## config.mk

```make
export PLATFORM = sky130hd
export DESIGN_NAME = rst_cause_reg
export DESIGN_NICKNAME = d
export VERILOG_FILES = /design/src/rtl/rstflg_pkg.sv /design/src/rtl/rstflg_cell.sv /design/src/rtl/rstflg_edge.sv /design/src/rtl/rstflg_wdec.sv /design/src/rtl/rst_cause_reg.sv
export SDC_FILE = /design/constraint.sdc
export NUM_CORES = 1
export LEC_CHECK = 0
export ABC_AREA = 1
export BUFFER_PORTS_ARGS = -buffer_cell sky130_fd_sc_hd__clkbuf_2
export CAP_MARGIN = 20
export CORE_AREA = 3 3 42 44
export CTS_CLUSTER_SIZE = 14
export DETAILED_ROUTE_END_ITERATION = 8
export DIE_AREA = 0 0 45 47
export GPL_ROUTABILITY_DRIVEN = 0
export PLACE_DENSITY_LB_ADDON = 0.3
export SLEW_MARGIN = 10
export SYNTH_ARGS = -nofsm -noshare
export SYNTH_HDL_FRONTEND = slang
export SYNTH_SLANG_ARGS = --single-unit
```

## constraint.sdc

```tcl
create_clock -name clk -period 0.9 [get_ports clk]
set_input_delay 0.045 -clock clk [delete_from_list [all_inputs] [get_ports clk]]
set_output_delay 0.045 -clock clk [all_outputs]
set_load 0.01 [all_outputs]
```

## src/rtl/rstflg_pkg.sv

```systemverilog
package rstflg_pkg;

    localparam int REG_W = 8;

    // bit positions of the readable byte (software decodes these)
    localparam int POS_RTI = 7;
    localparam int POS_PWR = 6;
    localparam int POS_LV  = 5;
    localparam int POS_LKI = 4;
    localparam int POS_LK  = 3;
    localparam int POS_ILL = 2;
    localparam int POS_OSI = 1;
    localparam int POS_OSU = 0;

    // watched status levels
    localparam int LVL_W   = 2;
    localparam int LVL_LK  = 1;
    localparam int LVL_OSU = 0;

    typedef enum logic [1:0] {
        RULE_KEEP  = 2'd0,
        RULE_SET   = 2'd1,
        RULE_CLEAR = 2'd2
    } rst_rule_e;

    typedef struct packed {
        logic rti;
        logic pwr;
        logic lv;
        logic lki;
        logic lk;
        logic ill;
        logic osi;
        logic osu;
    } stat_byte_t;

    function automatic bit is_live(int b);
        return (b == POS_LK) || (b == POS_OSU);
    endfunction

    function automatic rst_rule_e por_rule(int b);
        if (b == POS_PWR || b == POS_LV) return RULE_SET;
        return RULE_CLEAR;
    endfunction

    function automatic rst_rule_e sys_rule(int b);
        if (b == POS_RTI || b == POS_LKI || b == POS_OSI) return RULE_CLEAR;
        return RULE_KEEP;
    endfunction

    function automatic logic apply_rule(rst_rule_e r, logic cur);
        case (r)
            RULE_SET:   return 1'b1;
            RULE_CLEAR: return 1'b0;
            default:    return cur;
        endcase
    endfunction

    function automatic logic [REG_W-1:0] flag_mask();
        logic [REG_W-1:0] m;
        for (int b = 0; b < REG_W; b++) m[b] = !is_live(b);
        return m;
    endfunction

    localparam logic [REG_W-1:0] CLR_MASK = flag_mask();

endpackage

```

## src/rtl/rstflg_cell.sv

```systemverilog
module rstflg_cell
    import rstflg_pkg::*;
#(
    parameter rst_rule_e POR_RULE = RULE_CLEAR,
    parameter rst_rule_e SYS_RULE = RULE_KEEP
) (
    input  logic clk,
    input  logic por_i,
    input  logic sys_i,
    input  logic set_i,
    input  logic clr_i,
    output logic q_o
);

    localparam bit SYS_ACTS = (SYS_RULE != RULE_KEEP);

    always_ff @(posedge clk) begin
        if (por_i)
            q_o <= apply_rule(POR_RULE, q_o);
        else if (sys_i && SYS_ACTS)
            q_o <= apply_rule(SYS_RULE, q_o);
        else if (set_i)
            q_o <= 1'b1;
        else if (clr_i)
            q_o <= 1'b0;
    end

endmodule

```

## src/rtl/rstflg_edge.sv

```systemverilog
module rstflg_edge #(
    parameter int W = 2
) (
    input  logic         clk,
    input  logic         por_i,
    input  logic [W-1:0] lvl_i,
    output logic [W-1:0] chg_o
);

    logic [W-1:0] prev_q;

    always_ff @(posedge clk) begin
        prev_q <= lvl_i;
    end

    assign chg_o = por_i ? '0 : (lvl_i ^ prev_q);

endmodule

```

## src/rtl/rstflg_wdec.sv

```systemverilog
module rstflg_wdec
    import rstflg_pkg::*;
(
    input  logic             wr_en_i,
    input  logic             por_i,
    input  logic             sys_i,
    input  logic [REG_W-1:0] wr_data_i,
    output logic [REG_W-1:0] clr_o
);

    logic wr_ok;

    assign wr_ok = wr_en_i && !por_i && !sys_i;
    assign clr_o = wr_ok ? (wr_data_i & CLR_MASK) : '0;

endmodule

```

## src/rtl/rst_cause_reg.sv

```systemverilog
module rst_cause_reg
    import rstflg_pkg::*;
(
    input  logic             clk,
    input  logic             por_i,
    input  logic             sys_rst_i,
    input  logic             lvr_evt_i,
    input  logic             iar_evt_i,
    input  logic             rti_evt_i,
    input  logic             lock_i,
    input  logic             osc_up_i,
    input  logic             wr_en_i,
    input  logic [REG_W-1:0] wr_data_i,
    output logic [REG_W-1:0] rd_data_o
);

    logic [LVL_W-1:0] lvl_v;
    logic [LVL_W-1:0] chg_v;
    stat_byte_t       set_s;
    stat_byte_t       live_s;
    logic [REG_W-1:0] set_v;
    logic [REG_W-1:0] live_v;
    logic [REG_W-1:0] clr_v;
    logic [REG_W-1:0] flag_q;

    assign lvl_v[LVL_LK]  = lock_i;
    assign lvl_v[LVL_OSU] = osc_up_i;

    rstflg_edge #(.W(LVL_W)) u_edge (
        .clk   (clk),
        .por_i (por_i),
        .lvl_i (lvl_v),
        .chg_o (chg_v)
    );

    rstflg_wdec u_wdec (
        .wr_en_i   (wr_en_i),
        .por_i     (por_i),
        .sys_i     (sys_rst_i),
        .wr_data_i (wr_data_i),
        .clr_o     (clr_v)
    );

    always_comb begin
        set_s     = '0;
        set_s.rti = rti_evt_i;
        set_s.lv  = lvr_evt_i;
        set_s.ill = iar_evt_i;
        set_s.lki = chg_v[LVL_LK];
        set_s.osi = chg_v[LVL_OSU];

        live_s     = '0;
        live_s.lk  = lock_i;
        live_s.osu = osc_up_i;
    end

    assign set_v  = set_s;
    assign live_v = live_s;

    for (genvar b = 0; b < REG_W; b++) begin : g_bit
        if (is_live(b)) begin : g_live
            assign flag_q[b] = 1'b0;
        end else begin : g_flag
            rstflg_cell #(
                .POR_RULE (por_rule(b)),
                .SYS_RULE (sys_rule(b))
            ) u_cell (
                .clk   (clk),
                .por_i (por_i),
                .sys_i (sys_rst_i),
                .set_i (set_v[b]),
                .clr_i (clr_v[b]),
                .q_o   (flag_q[b])
            );
        end
    end

    // live positions take neither set nor clear; fold the idle bits together
    logic unused_tie;
    assign unused_tie = set_v[POS_LK] ^ set_v[POS_OSU] ^ clr_v[POS_LK] ^ clr_v[POS_OSU];

    assign rd_data_o = flag_q | live_v;

endmodule

```

==> impl_metrics.yaml <==
status:
  outcome: "finished, final reports clean"
layout:
  finalNonFillerCells: 77
  layout-drive-gt1-share: 0.459
  nets: 80
  stdcell_area_um2: 477
  area_growth_pct: 34.6
  fill_cells: 174
  diodes: 0
flow_run:
  max_cap_viol_count: 0
sta:
  worst_pin_slew_ns: 0.164
  min_period_ns: 0.875
  max_freq_mhz: 1140
  slew_violations: 0
  setup_viol: 0
  rsz0062_at_grt: "no"
  setup_tns_ns: 0
  layout_setup_ws_ns: 0.0250
  finalHoldViolations: 0
  relSlewSlack: 0.890
  fin_skew_ns: 0.0000655
  min_period_over_period: 0.972
clock_tree:
  cts_buffers: 3
  cts_resized: 0
  cts_sinks: 8
  cts_max_level: 1
  worstSkewPairLatency_ns: 0.24
  clk_path_buf_depth: 2
  path_clk_slew_ns: 0.05
  cts_tree: "done"
  cts_root_buf: "clkbuf_4"
global_routing:
  antenna_found_initial: 0
  grt.overflow.total: 0
  grt_first_pass_wirelength_um: 1060
  grt_max_degree: 8
  grt.total_usage: 0.0761
  grt_pass1_vias: 259
detailed_routing:
  via_per_inst: 3.96
  wl_met2_um: 274
  vias: 305
  drt-pass1-iter-count: 1
  wl_um: 664
  drt-met1-wl_um: 287
  drc: 0
  antenna_left: 0
  drt-wirelength-per-cell_um: 8.62
  drt_iter0_drc: 0
  highest_layer: "met4"
  wl_met3_um: 85
worst_setup_path:
  cpMostUsedCell: "clkbuf_2"
  critPathLaunchType: "primary input"
  critical_path_class: "primary input to output pin"
  ff2ff_path_depth: 2
  cp_data_arrival_time_ns: 0.83
  endpoint_kind: "output pin"
  path_cells: "dlygate4sd3_1 > clkbuf_2 > clkbuf_2"
  crit_path_max_incr_delay_ns: 0.53
  cp_slowest_cell: "dlygate4sd3_1"
  required_ns: 0.85
  crit_fanout: 3
min_path:
  hold_class: "primary input to register"
  hold_path_depth: 3
synthesis:
  yosys_warnings: 0
  syn_avg_cell_area_um2: 8.64
  yosysSeqAreaShare: 0.452
  synth_nets: 58
  ys_ff_latch: 8
  yosysUniqueCellTypes: 10
  syn-instance-count: 41
  netlist_area_um2: 354
pwr:
  pwr-share-clk: 0.348
  power_density_nw_per_um2: 1590
  power_leakage_nw: 0.236
  power_switching_uw: 173
  internal_power_uw: 584
  p_comb_frac: 0.149
  p_sw_frac: 0.228
  ir_worst_vdd_mv: 0.532
  seqPwrFrac: 0.503
floorplan:
  start_util: 0.241
  floorplan.rows: 14
  fp.dieW_um: 45
  coreArea_um2: 1470
  io_pins: 25
  dieArea_um2: 2120
  die_h_um: 47
place:
  dp_cells: 71
  place.port_buffers: 22
  pre_cts_ws_ns: 0.169
  dp_hpwl_um: 538
  placed_area_um2: 424
final timing paths:
| kind | end | slack [ns] | from |
|---|---|---|---|
| min | g_bit[2].g_flag.u_cell.q_o | 0.01 | iar_evt_i |
| max reg2reg | g_bit[1].g_flag.u_cell.q_o | 0.26 | u_edge.prev_q[0] |
| min reg2reg | g_bit[6].g_flag.u_cell.q_o | 0.44 | g_bit[6].g_flag.u_cell.q_o |
| max | rd_data_o[0] | 0.02 | osc_up_i |
kinds of logic after synthesis:
family                 share of synthesized area
AO/OA/AOI/OAI                             0.0813
XOR/XNOR                                  0.0495
buffers and inverters                      0.212
flip-flops                                 0.452
AND/OR/NAND/NOR                            0.205
final cells by class:
class | instances | area (µm²) | share of cell area
clock buffer | 3 | 22.5 | 0.0472
inverter | 4 | 15.0 | 0.0315
multi-input combinational | 21 | 119 | 0.249
sequential | 8 | 160 | 0.336
tap | 16 | 20.0 | 0.0420
timing repair buffer | 25 | 140 | 0.294
metrics by stage:
step                      power [mW]  utilization  hold WS [ns]
after floorplan                0.454            -        0.0727
after global placement         0.491        0.288         0.193
after detailed placement       0.493        0.288         0.195
after CTS                      0.786        0.324      0.000669
after global routing           0.818        0.324        0.0202
final                          0.757        0.324        0.0121
synthesized netlist by cell type:
master   count  area, µm²
a21oi_1      4       20.0
a21oi_2      1       8.76
buf_4        8       60.1
dfxtp_1      8        160
inv_1        4       15.0
nand2_1      7       26.3
nand3_1      5       25.0
nand3_2      1       10.0
nor2_4       1       11.3
xnor2_1      2       17.5
cells in the final DEF (no fill, tap or decap), drive strengths merged:
cell	synthesis	final
inv	4	4
clkbuf	0	25
nand2	7	7
dlygate4sd3	0	3
a21oi	5	5
xnor2	2	2
nand3	6	6
nor2	1	1
dfxtp	8	8
registers in the layout (all words and copies together) (netlist names):
signal / flops
g_bit.g_flag.u_cell.q_o: 6
u_edge.prev_q: 2
power groups by stage:
| stage | registers, mW | clock network, mW | logic (mW) |
|---|---|---|---|
| finish | 0.381 | 0.264 | 0.113 |
| global route | 0.382 | 0.308 | 0.128 |
| CTS | 0.381 | 0.290 | 0.115 |
| detailed placement | 0.388 | 0 | 0.104 |
| global placement | 0.388 | 0 | 0.103 |
| floorplan | 0.387 | 0 | 0.0671 |
repair_timing:
item	4_1_cts	5_1_grt
endpoints found under the hold margin	3	0
hold buffers	3	0
buffers inserted	0	0
metal layers:
layer / GRT usage / vias to the layer above
met5: 0 / -
met4: 0.0877 / 0
met3: 0.0345 / 2
met2: 0.0932 / 19
met1: 0.0894 / 120
li1: - / 164
worst max-delay path: cells and delay by family:
| kind | cells | cell delay, ns |
|---|---|---|
| buffers and inverters | 3 | 0.79 |
Power figures use the tool's default switching activity.
